$ cat src/rtl/vtuLoaderPkg.sv
package vtuLoaderPkg;
  typedef enum logic [1:0] {BUS_NONE, BUS_RDCMD, BUS_WRDATA, BUS_WRCMD} busOp_e;

  typedef struct packed {
    busOp_e busOp;
    logic   isLoad;
    logic   clrAll;
    logic   accum;
    logic   ptrInc;
    logic   retryInc;
    logic   retryClr;
  } strobes_t;

  localparam logic [2:0] OP_FLUSH = 3'd1;
  localparam logic [2:0] OP_LOAD  = 3'd2;
endpackage

$ cat src/rtl/vtuLoaderPath.sv
module vtuLoaderPath
  import vtuLoaderPkg::*;
#(
  parameter int NPORTS      = 6,
  parameter int NENTRIES    = 128,
  parameter int VID_W       = 12,
  parameter int ADDR_W      = 8,
  parameter int DATA_W      = 32,
  parameter logic [ADDR_W-1:0] CMD_ADDR  = 8'h40,
  parameter logic [ADDR_W-1:0] DATA_ADDR = 8'h44,
  parameter int VID_LSB     = 16,
  parameter int VALID_BIT   = 11,
  parameter int MEMB_LSB    = 0,
  parameter int RETRY_LIMIT = 20,
  localparam int IDX_W      = $clog2(NENTRIES),
  localparam int RETRY_W    = $clog2(RETRY_LIMIT + 1)
) (
  input  logic                     clk,
  input  logic                     rstN,
  input  logic                     tblWe,
  input  logic [IDX_W-1:0]         tblIdx,
  input  logic [VID_W-1:0]         tblVid,
  input  logic [NPORTS-1:0]        tblMembers,
  input  strobes_t                 strb,
  output logic                     entryEmpty,
  output logic                     ptrLast,
  output logic                     retryAtLimit,
  output logic [ADDR_W-1:0]        busAddr,
  output logic [DATA_W-1:0]        busWdata,
  output logic [NPORTS*NPORTS-1:0] portReach
);
  logic [VID_W-1:0]  vidMem [NENTRIES];
  logic [NPORTS-1:0] memMem [NENTRIES];
  logic [IDX_W-1:0]  ptr;
  logic [RETRY_W-1:0] retryCnt;
  logic [VID_W-1:0]  curVid;
  logic [NPORTS-1:0] curMem;

  always_ff @(posedge clk) begin
    if (!rstN) begin
      for (int e = 0; e < NENTRIES; e++) begin
        vidMem[e] <= '0;
        memMem[e] <= '0;
      end
    end else if (tblWe) begin
      vidMem[tblIdx] <= tblVid;
      memMem[tblIdx] <= tblMembers;
    end
  end

  assign curVid     = vidMem[ptr];
  assign curMem     = memMem[ptr];
  assign entryEmpty = (curMem == '0);
  assign ptrLast    = (ptr == IDX_W'(NENTRIES - 1));

  always_ff @(posedge clk) begin
    if (!rstN || strb.clrAll) ptr <= '0;
    else if (strb.ptrInc)     ptr <= ptr + 1'b1;
  end

  always_ff @(posedge clk) begin
    if (!rstN || strb.retryClr) retryCnt <= '0;
    else if (strb.retryInc)     retryCnt <= retryCnt + 1'b1;
  end
  assign retryAtLimit = (retryCnt == RETRY_W'(RETRY_LIMIT));

  for (genvar p = 0; p < NPORTS; p++) begin : g_reach
    logic [NPORTS-1:0] reach;
    always_ff @(posedge clk) begin
      if (!rstN || strb.clrAll) reach <= '0;
      else if (strb.accum && curMem[p])
        reach <= reach | (curMem & ~(NPORTS'(1) << p));
    end
    assign portReach[p*NPORTS +: NPORTS] = reach;
  end

  always_comb begin
    busAddr  = CMD_ADDR;
    busWdata = '0;
    case (strb.busOp)
      BUS_WRDATA: begin
        busAddr = DATA_ADDR;
        busWdata[MEMB_LSB +: NPORTS] = curMem;
        busWdata[VALID_BIT] = 1'b1;
      end
      BUS_WRCMD: begin
        busWdata[2:0] = strb.isLoad ? OP_LOAD : OP_FLUSH;
        if (strb.isLoad) busWdata[VID_LSB +: VID_W] = curVid;
      end
      default: ;
    endcase
  end
endmodule

$ cat src/rtl/vtuLoaderCtrl.sv
module vtuLoaderCtrl
  import vtuLoaderPkg::*;
(
  input  logic     clk,
  input  logic     rstN,
  input  logic     start,
  input  logic     busReady,
  input  logic     cmdBusy,
  input  logic     entryEmpty,
  input  logic     ptrLast,
  input  logic     retryAtLimit,
  output strobes_t strb,
  output logic     busValid,
  output logic     busWrite,
  output logic     done,
  output logic     err
);
  typedef enum logic [2:0] {S_IDLE, S_POLL, S_WDATA, S_WCMD, S_SCAN} state_e;
  state_e state, stateNext;
  logic opLoad, setLoad, finish, abort, launch;

  always_comb begin
    strb        = '0;
    strb.isLoad = opLoad;
    stateNext   = state;
    setLoad     = 1'b0;
    finish      = 1'b0;
    abort       = 1'b0;
    launch      = 1'b0;
    case (state)
      S_IDLE: if (start) begin
        launch        = 1'b1;
        strb.clrAll   = 1'b1;
        strb.retryClr = 1'b1;
        stateNext     = S_POLL;
      end
      S_POLL: begin
        strb.busOp = BUS_RDCMD;
        if (busReady) begin
          if (cmdBusy) begin
            if (retryAtLimit) begin
              abort     = 1'b1;
              stateNext = S_IDLE;
            end else strb.retryInc = 1'b1;
          end else begin
            strb.retryClr = 1'b1;
            stateNext     = opLoad ? S_WDATA : S_WCMD;
          end
        end
      end
      S_WDATA: begin
        strb.busOp = BUS_WRDATA;
        if (busReady) stateNext = S_WCMD;
      end
      S_WCMD: begin
        strb.busOp = BUS_WRCMD;
        if (busReady) begin
          if (!opLoad) stateNext = S_SCAN;
          else if (ptrLast) begin
            finish    = 1'b1;
            stateNext = S_IDLE;
          end else begin
            strb.ptrInc = 1'b1;
            stateNext   = S_SCAN;
          end
        end
      end
      S_SCAN: begin
        if (entryEmpty) begin
          if (ptrLast) begin
            finish    = 1'b1;
            stateNext = S_IDLE;
          end else strb.ptrInc = 1'b1;
        end else begin
          strb.accum    = 1'b1;
          strb.retryClr = 1'b1;
          setLoad       = 1'b1;
          stateNext     = S_POLL;
        end
      end
      default: stateNext = S_IDLE;
    endcase
  end

  always_ff @(posedge clk) begin
    if (!rstN) begin
      state  <= S_IDLE;
      opLoad <= 1'b0;
      done   <= 1'b0;
      err    <= 1'b0;
    end else begin
      state <= stateNext;
      if (launch) begin
        opLoad <= 1'b0;
        done   <= 1'b0;
        err    <= 1'b0;
      end else if (setLoad) opLoad <= 1'b1;
      if (finish) done <= 1'b1;
      if (abort) begin
        done <= 1'b1;
        err  <= 1'b1;
      end
    end
  end

  assign busValid = (state == S_POLL) || (state == S_WDATA) || (state == S_WCMD);
  assign busWrite = (state == S_WDATA) || (state == S_WCMD);
endmodule

$ cat src/rtl/vtuLoaderTop.sv
module vtuLoaderTop
  import vtuLoaderPkg::*;
#(
  parameter int NPORTS      = 6,
  parameter int NENTRIES    = 128,
  parameter int VID_W       = 12,
  parameter int ADDR_W      = 8,
  parameter int DATA_W      = 32,
  parameter logic [ADDR_W-1:0] CMD_ADDR  = 8'h40,
  parameter logic [ADDR_W-1:0] DATA_ADDR = 8'h44,
  parameter int ACT_BIT     = 3,
  parameter int VID_LSB     = 16,
  parameter int VALID_BIT   = 11,
  parameter int MEMB_LSB    = 0,
  parameter int RETRY_LIMIT = 20,
  localparam int IDX_W      = $clog2(NENTRIES)
) (
  input  logic                     clk,
  input  logic                     rstN,
  input  logic                     start,
  input  logic                     tblWe,
  input  logic [IDX_W-1:0]         tblIdx,
  input  logic [VID_W-1:0]         tblVid,
  input  logic [NPORTS-1:0]        tblMembers,
  output logic                     busValid,
  output logic                     busWrite,
  output logic [ADDR_W-1:0]        busAddr,
  output logic [DATA_W-1:0]        busWdata,
  input  logic [DATA_W-1:0]        busRdata,
  input  logic                     busReady,
  output logic                     done,
  output logic                     err,
  output logic [NPORTS*NPORTS-1:0] portReach
);
  strobes_t strb;
  logic entryEmpty, ptrLast, retryAtLimit, cmdBusy;
  logic [DATA_W-1:0] unusedRdata;

  assign cmdBusy     = busRdata[ACT_BIT];
  assign unusedRdata = busRdata;

  vtuLoaderCtrl u_ctrl (
    .clk(clk), .rstN(rstN), .start(start), .busReady(busReady),
    .cmdBusy(cmdBusy), .entryEmpty(entryEmpty), .ptrLast(ptrLast),
    .retryAtLimit(retryAtLimit), .strb(strb), .busValid(busValid),
    .busWrite(busWrite), .done(done), .err(err)
  );

  logic [DATA_W-1:0] rawWdata;

  vtuLoaderPath #(
    .NPORTS(NPORTS), .NENTRIES(NENTRIES), .VID_W(VID_W), .ADDR_W(ADDR_W),
    .DATA_W(DATA_W), .CMD_ADDR(CMD_ADDR), .DATA_ADDR(DATA_ADDR),
    .VID_LSB(VID_LSB), .VALID_BIT(VALID_BIT), .MEMB_LSB(MEMB_LSB),
    .RETRY_LIMIT(RETRY_LIMIT)
  ) u_path (
    .clk(clk), .rstN(rstN), .tblWe(tblWe), .tblIdx(tblIdx), .tblVid(tblVid),
    .tblMembers(tblMembers), .strb(strb), .entryEmpty(entryEmpty),
    .ptrLast(ptrLast), .retryAtLimit(retryAtLimit), .busAddr(busAddr),
    .busWdata(rawWdata), .portReach(portReach)
  );

  // the command word always carries the active bit, which starts the operation
  always_comb begin
    busWdata = rawWdata;
    if (strb.busOp == BUS_WRCMD) busWdata[ACT_BIT] = 1'b1;
  end
endmodule

$ cat config.mk
export PLATFORM = sky130hd
export DESIGN_NAME = vtuLoaderTop
export DESIGN_NICKNAME = d
export VERILOG_FILES = /design/src/rtl/vtuLoaderPkg.sv /design/src/rtl/vtuLoaderPath.sv /design/src/rtl/vtuLoaderCtrl.sv /design/src/rtl/vtuLoaderTop.sv
export SDC_FILE = /design/constraint.sdc
export NUM_CORES = 2
export LEC_CHECK = 0
export BUFFER_PORTS_ARGS = -buffer_cell sky130_fd_sc_hd__buf_2
export CAP_MARGIN = 30
export CORE_UTILIZATION = 50
export DETAILED_ROUTE_END_ITERATION = 8
export GPL_TIMING_DRIVEN = 1
export PLACE_DENSITY = 0.76
export SLEW_MARGIN = 20
export SYNTH_ARGS = -nofsm -noshare
export SYNTH_HDL_FRONTEND = slang
export SYNTH_SLANG_ARGS = --single-unit
$ cat constraint.sdc
create_clock -name clk -period 4.4 [get_ports clk]
set_input_delay 0.22 -clock clk [delete_from_list [all_inputs] [get_ports clk]]
set_output_delay 0.22 -clock clk [all_outputs]
set_load 0.05 [all_outputs]
==> results.md <==
Clock network:
- The H-tree generated during clock tree synthesis spans 4 levels.
- Clock-pin slew was measured on the worst setup and hold paths at 0.07 ns.
- In this run, CTS created clock tree buffers numbering 224.
- For the worst-skew pair, the clock arrives at the later sink with an insertion delay of 0.88 ns.
- The tree is rooted in a sky130_fd_sc_hd__clkbuf_16.
- TritonCTS built the clock tree.
- The clock passes through at most 3 buffers.
- The total number of clock tree sinks is 2359.

Detailed routing:
- In the final routed layout, each cell accounts on average for 29.0 um.
- The via count normalized by instance count is 6.09.
- In this run the remaining antenna-violating nets after routing total 0.
- The detailed router finished its first iteration with 8387 violations.
- The first detailed-routing pass took 8 iterations.
- For this run, design rule violations remaining after detail routing come to 36.
- The routed layout has 59600 vias.
- The final layout contains routed wiring with a total length of 284000 um.

Placement:
- The HPWL after detailed placement is 176000 um.
- The weighted congestion at the end of routability-driven global placement is 0.877.
- Counting tap cells, the placed design contains a total of 9267 instances.
- During placement, the flow inserted port buffers numbering 84.

Critical path:
- The classification of the worst setup path is reg -> out.
- The critical path ends at busWdata[3].
- The reg-to-reg critical path endpoint is u_path.ptr[3].
- The worst setup path is launched from a flip-flop.
- The data arrival time of the critical path is 4.45 ns.
- The setup slack of the worst register-to-register path is -0.12 ns.
- Measured in cells, the most critical reg-to-reg path has a length of 17.
- The peak fanout along the critical path is 5.
- The signal on the critical path passes through buf_12 > buf_12 > buf_16 > buf_12 > buf_4 > mux4_2 > mux4_2 > mux4_2 > mux2i_4 > buf_6 > a21boi_4 > buf_6.
- STA classifies the critical path endpoint as an output pin.
- For this run, the slowest stage of the critical path takes 0.60 ns.
- The required time of the worst setup path is 4.18 ns.
- On the critical path, the stage with the largest delay is an instance of sky130_fd_sc_hd__mux4_2.

Power:
- The net switching power of the design is 0.0105 W.
- The share of total power dissipated in combinational logic is 5.1%.
- The analysis attributes to cell leakage a power of 40.7 nW.
- The maximum VDD drop is 0.447 mV.
- Cell internal power was estimated by the tool at 0.0375 W.
- Of the total power, the share spent switching nets is 21.9%.
- The part of the power in registers is 54.2%.
- The total power per unit cell area is 396 nW/um2.
- The overall power after layout is 0.0480 W.
- The clock network is responsible for 40.7% of the overall power.

STA:
- The hold violation total from the final report is 0.
- The transition time at the pin with the least slew margin is 1.04 ns.
- The slack of the critical path is -0.266 ns.
- The max-slew violation count was 0.
- The summed negative setup slack over all endpoints is -5.00 ns.
- The clock period minus final worst setup slack is 4.67 ns.
- The final setup violation count is 33.
- The clock skew is 0.0388 ns.
- Setup repair after global routing could not meet its margin everywhere.
- The worst relative slew slack is 30.6%.
- Static timing analysis puts the maximum clock frequency at 214 MHz.
- Dividing the final minimum period by the clock period gives 106%.

Synthesis:
- By instance count, the leading cell after synthesis is sky130_fd_sc_hd__and2_1.
- After synthesis, the most frequently instantiated cells are sky130_fd_sc_hd__and2_1 (2307), sky130_fd_sc_hd__edfxtp_1 (2304), sky130_fd_sc_hd__mux4_2 (756).
- The flop and latch count out of synthesis is 2359.
- Synthesis handed over a netlist of 6575 instances.
- The average size of a mapped cell is 16.3 um2.
- The cell accounting for the most synthesized area is sky130_fd_sc_hd__edfxtp_1.
- After synthesis the cells add up to 107000 um2.
- Counting flops with a built-in enable in the synthesized netlist gives 2304.
- The top flip-flop cell by instance count after synthesis is sky130_fd_sc_hd__edfxtp_1.
- In this run the biggest area consumer among cell types represents 64.7% of the synthesized area.
- The number of distinct standard cells referenced by the synthesized netlist is 40.
- Sorting the synthesized cells by area gives the leading types as sky130_fd_sc_hd__edfxtp_1 (65%), sky130_fd_sc_hd__mux4_2 (16%), sky130_fd_sc_hd__and2_1 (13%).
- The Yosys step of the flow raised 0 warnings.
- For this run, the register share of the synthesized area comes to 65.7%.
- The fraction of registers with async set or reset after synthesis is 0%.

Final layout:
- The count of filler cells inserted in the layout is 15600.
- The share of layout cells above drive strength 1 is 25.2%.
- The count of placed standard cells in the final layout, fillers left out is 9781.
- The area growth from synthesis to layout is 13.4%.
- The number of nets in the finished design is 6824.

Floorplanning:
- During I/O placement, the number of pins put on the boundary was 142.
- For this configuration, the core starts out at a cell density of 50.4%.
- The floorplan step defined a die boundary enclosing 216000 um2.
- The floorplan step defined a core boundary enclosing 212000 um2.
- The placement row count is 169.
- From left edge to right edge, the die measures 464 um.
- The floorplan step set the die height to 464 um.

Global routing:
- The first-pass GRT wire length is 411000 um.
- Across every metal layer, demand over resource in global routing totals 26.3%.
- The initial antenna violation count is 29.
- The pin count of the biggest net entering global routing is 97.
- Global routing finished with a remaining overflow of 0.
- The number of global-route vias before repair is 59300.

Run:
- The max-capacitance violation count is 0.

Min path:
- The min-delay analysis places its worst path in the category in -> reg.
- The startpoint identified for the worst hold timing path is tblVid[11].

Outcome:
- The flow ran to the end, but the final reports show violations.
- The checks that failed: DRC, setup timing.
## per-layer routing
metal | vias to the layer above | GRT usage (%) | wire length [um] | part of all wire [%]
li1 | 24600 | - | - | -
met1 | 31000 | 36.2 | 106000 | 37
met2 | 3447 | 41.2 | 135000 | 48
met3 | 449 | 5.63 | 31400 | 11
met4 | 8 | 9.88 | 11200 | 4.0
met5 | - | 0 | 63 | 0.022
## worst min path at each step
stage,to,slack [ns],depth (start not counted)
final,u_path.vidMem[117][11],0.003,2
after detailed placement,u_path.g_reach[5].reach[4],0.45,1
after global routing,u_path.vidMem[117][11],0.01,2
after global placement,u_path.g_reach[5].reach[4],0.44,1
after floorplan,u_ctrl.done,0.36,2
after CTS,u_path.vidMem[110][5],0.05,2
## worst max-delay path: cells and delay by family, from the launching register on
family / cells / cell delay (ns)
compound gates: 1 / 0.05
flops: 1 / 0.46
buf+inv: 7 / 0.99
mux: 4 / 2.01
## stage by stage
| step | instance area, um2 | worst slack [ns] | hold WS [ns] | util, % |
|---|---|---|---|---|
| 3_3_place_gp | 112000 | -0.239 | 0.444 | 52.8 |
| 6_report | 121000 | -0.266 | 0.00318 | 57.1 |
| 5_1_grt | 121000 | -0.295 | 0.00959 | 57.1 |
| 4_1_cts | 121000 | -0.257 | 0.0523 | 56.9 |
| 3_5_place_dp | 112000 | -0.217 | 0.452 | 52.8 |
| 2_1_floorplan | 107000 | 0.596 | 0.361 | - |
## power groups by stage
stage / logic (W) / registers, W / clock network (W)
2_1_floorplan: 0.00134 / 0.0264 / 0
3_3_place_gp: 0.00227 / 0.0264 / 0
3_5_place_dp: 0.00232 / 0.0265 / 0
4_1_cts: 0.00237 / 0.0260 / 0.0197
5_1_grt: 0.00250 / 0.0261 / 0.0205
6_report: 0.00243 / 0.0260 / 0.0196
## cell usage in the layout (no fill, tap or decap), drive strengths merged, types with 6 or more instances in the layout
master and instances:
conb 26, nand3 15, edfxtp 2304, bufinv 25
inv 14, mux4 756, o21ai 133, clkinv 98
o21a 6, mux2i 24, nor2 228, diode 12
nor2b 8, clkinvlp 7, nand4 8, a21oi 10
clkbuf 280, buf 558, nand2 33, dfxtp 55
and3 7, and2 2307, nand2b 11, dlygate4sd3 9
## state kept, by name, summed over array words and instances, names as in the netlist, 3 cells and up, named ones only
name                  count
u_path.vidMem          1536
u_path.retryCnt           5
u_path.g_reach.reach     30
u_ctrl.state              3
u_path.memMem           768
u_path.ptr                7
## kinds of logic after synthesis
kind of cell	count (synthesis)	share of synthesized area [%]
muxes	780	16.2
xor gates and xnor gates	5	0.0410
DFF	2359	65.7
other	2	0.00702
buffers and inverters	646	2.48
adders and majority gates	3	0.0351
and+or+nand+nor	2624	14.7
AOI/OAI and AO/OA	156	0.777
## layout make-up
cell class	instances	area [um2]	area share, %
diodes	12	30.0	0.0248
clock buffers	277	5940	4.90
clock inverters	138	1460	1.20
inverters	6	22.5	0.0186
multi-input cells	3595	34500	28.4
flip-flops and latches	2359	70300	58.0
well taps	2821	3530	2.91
repair buffers	573	5460	4.50
## timing repair
item / 4_1_cts / 5_1_grt
endpoints found under the hold margin: 209 / 16
hold buffers: 8 / 1
gates cloned: 10 / 4
setup endpoints to repair: 36 / 30
pin swaps: 4 / 10
gates resized for setup: 117 / 24
setup buffers: 36 / 28
Note: power is estimated with default switching activity, not from simulation.
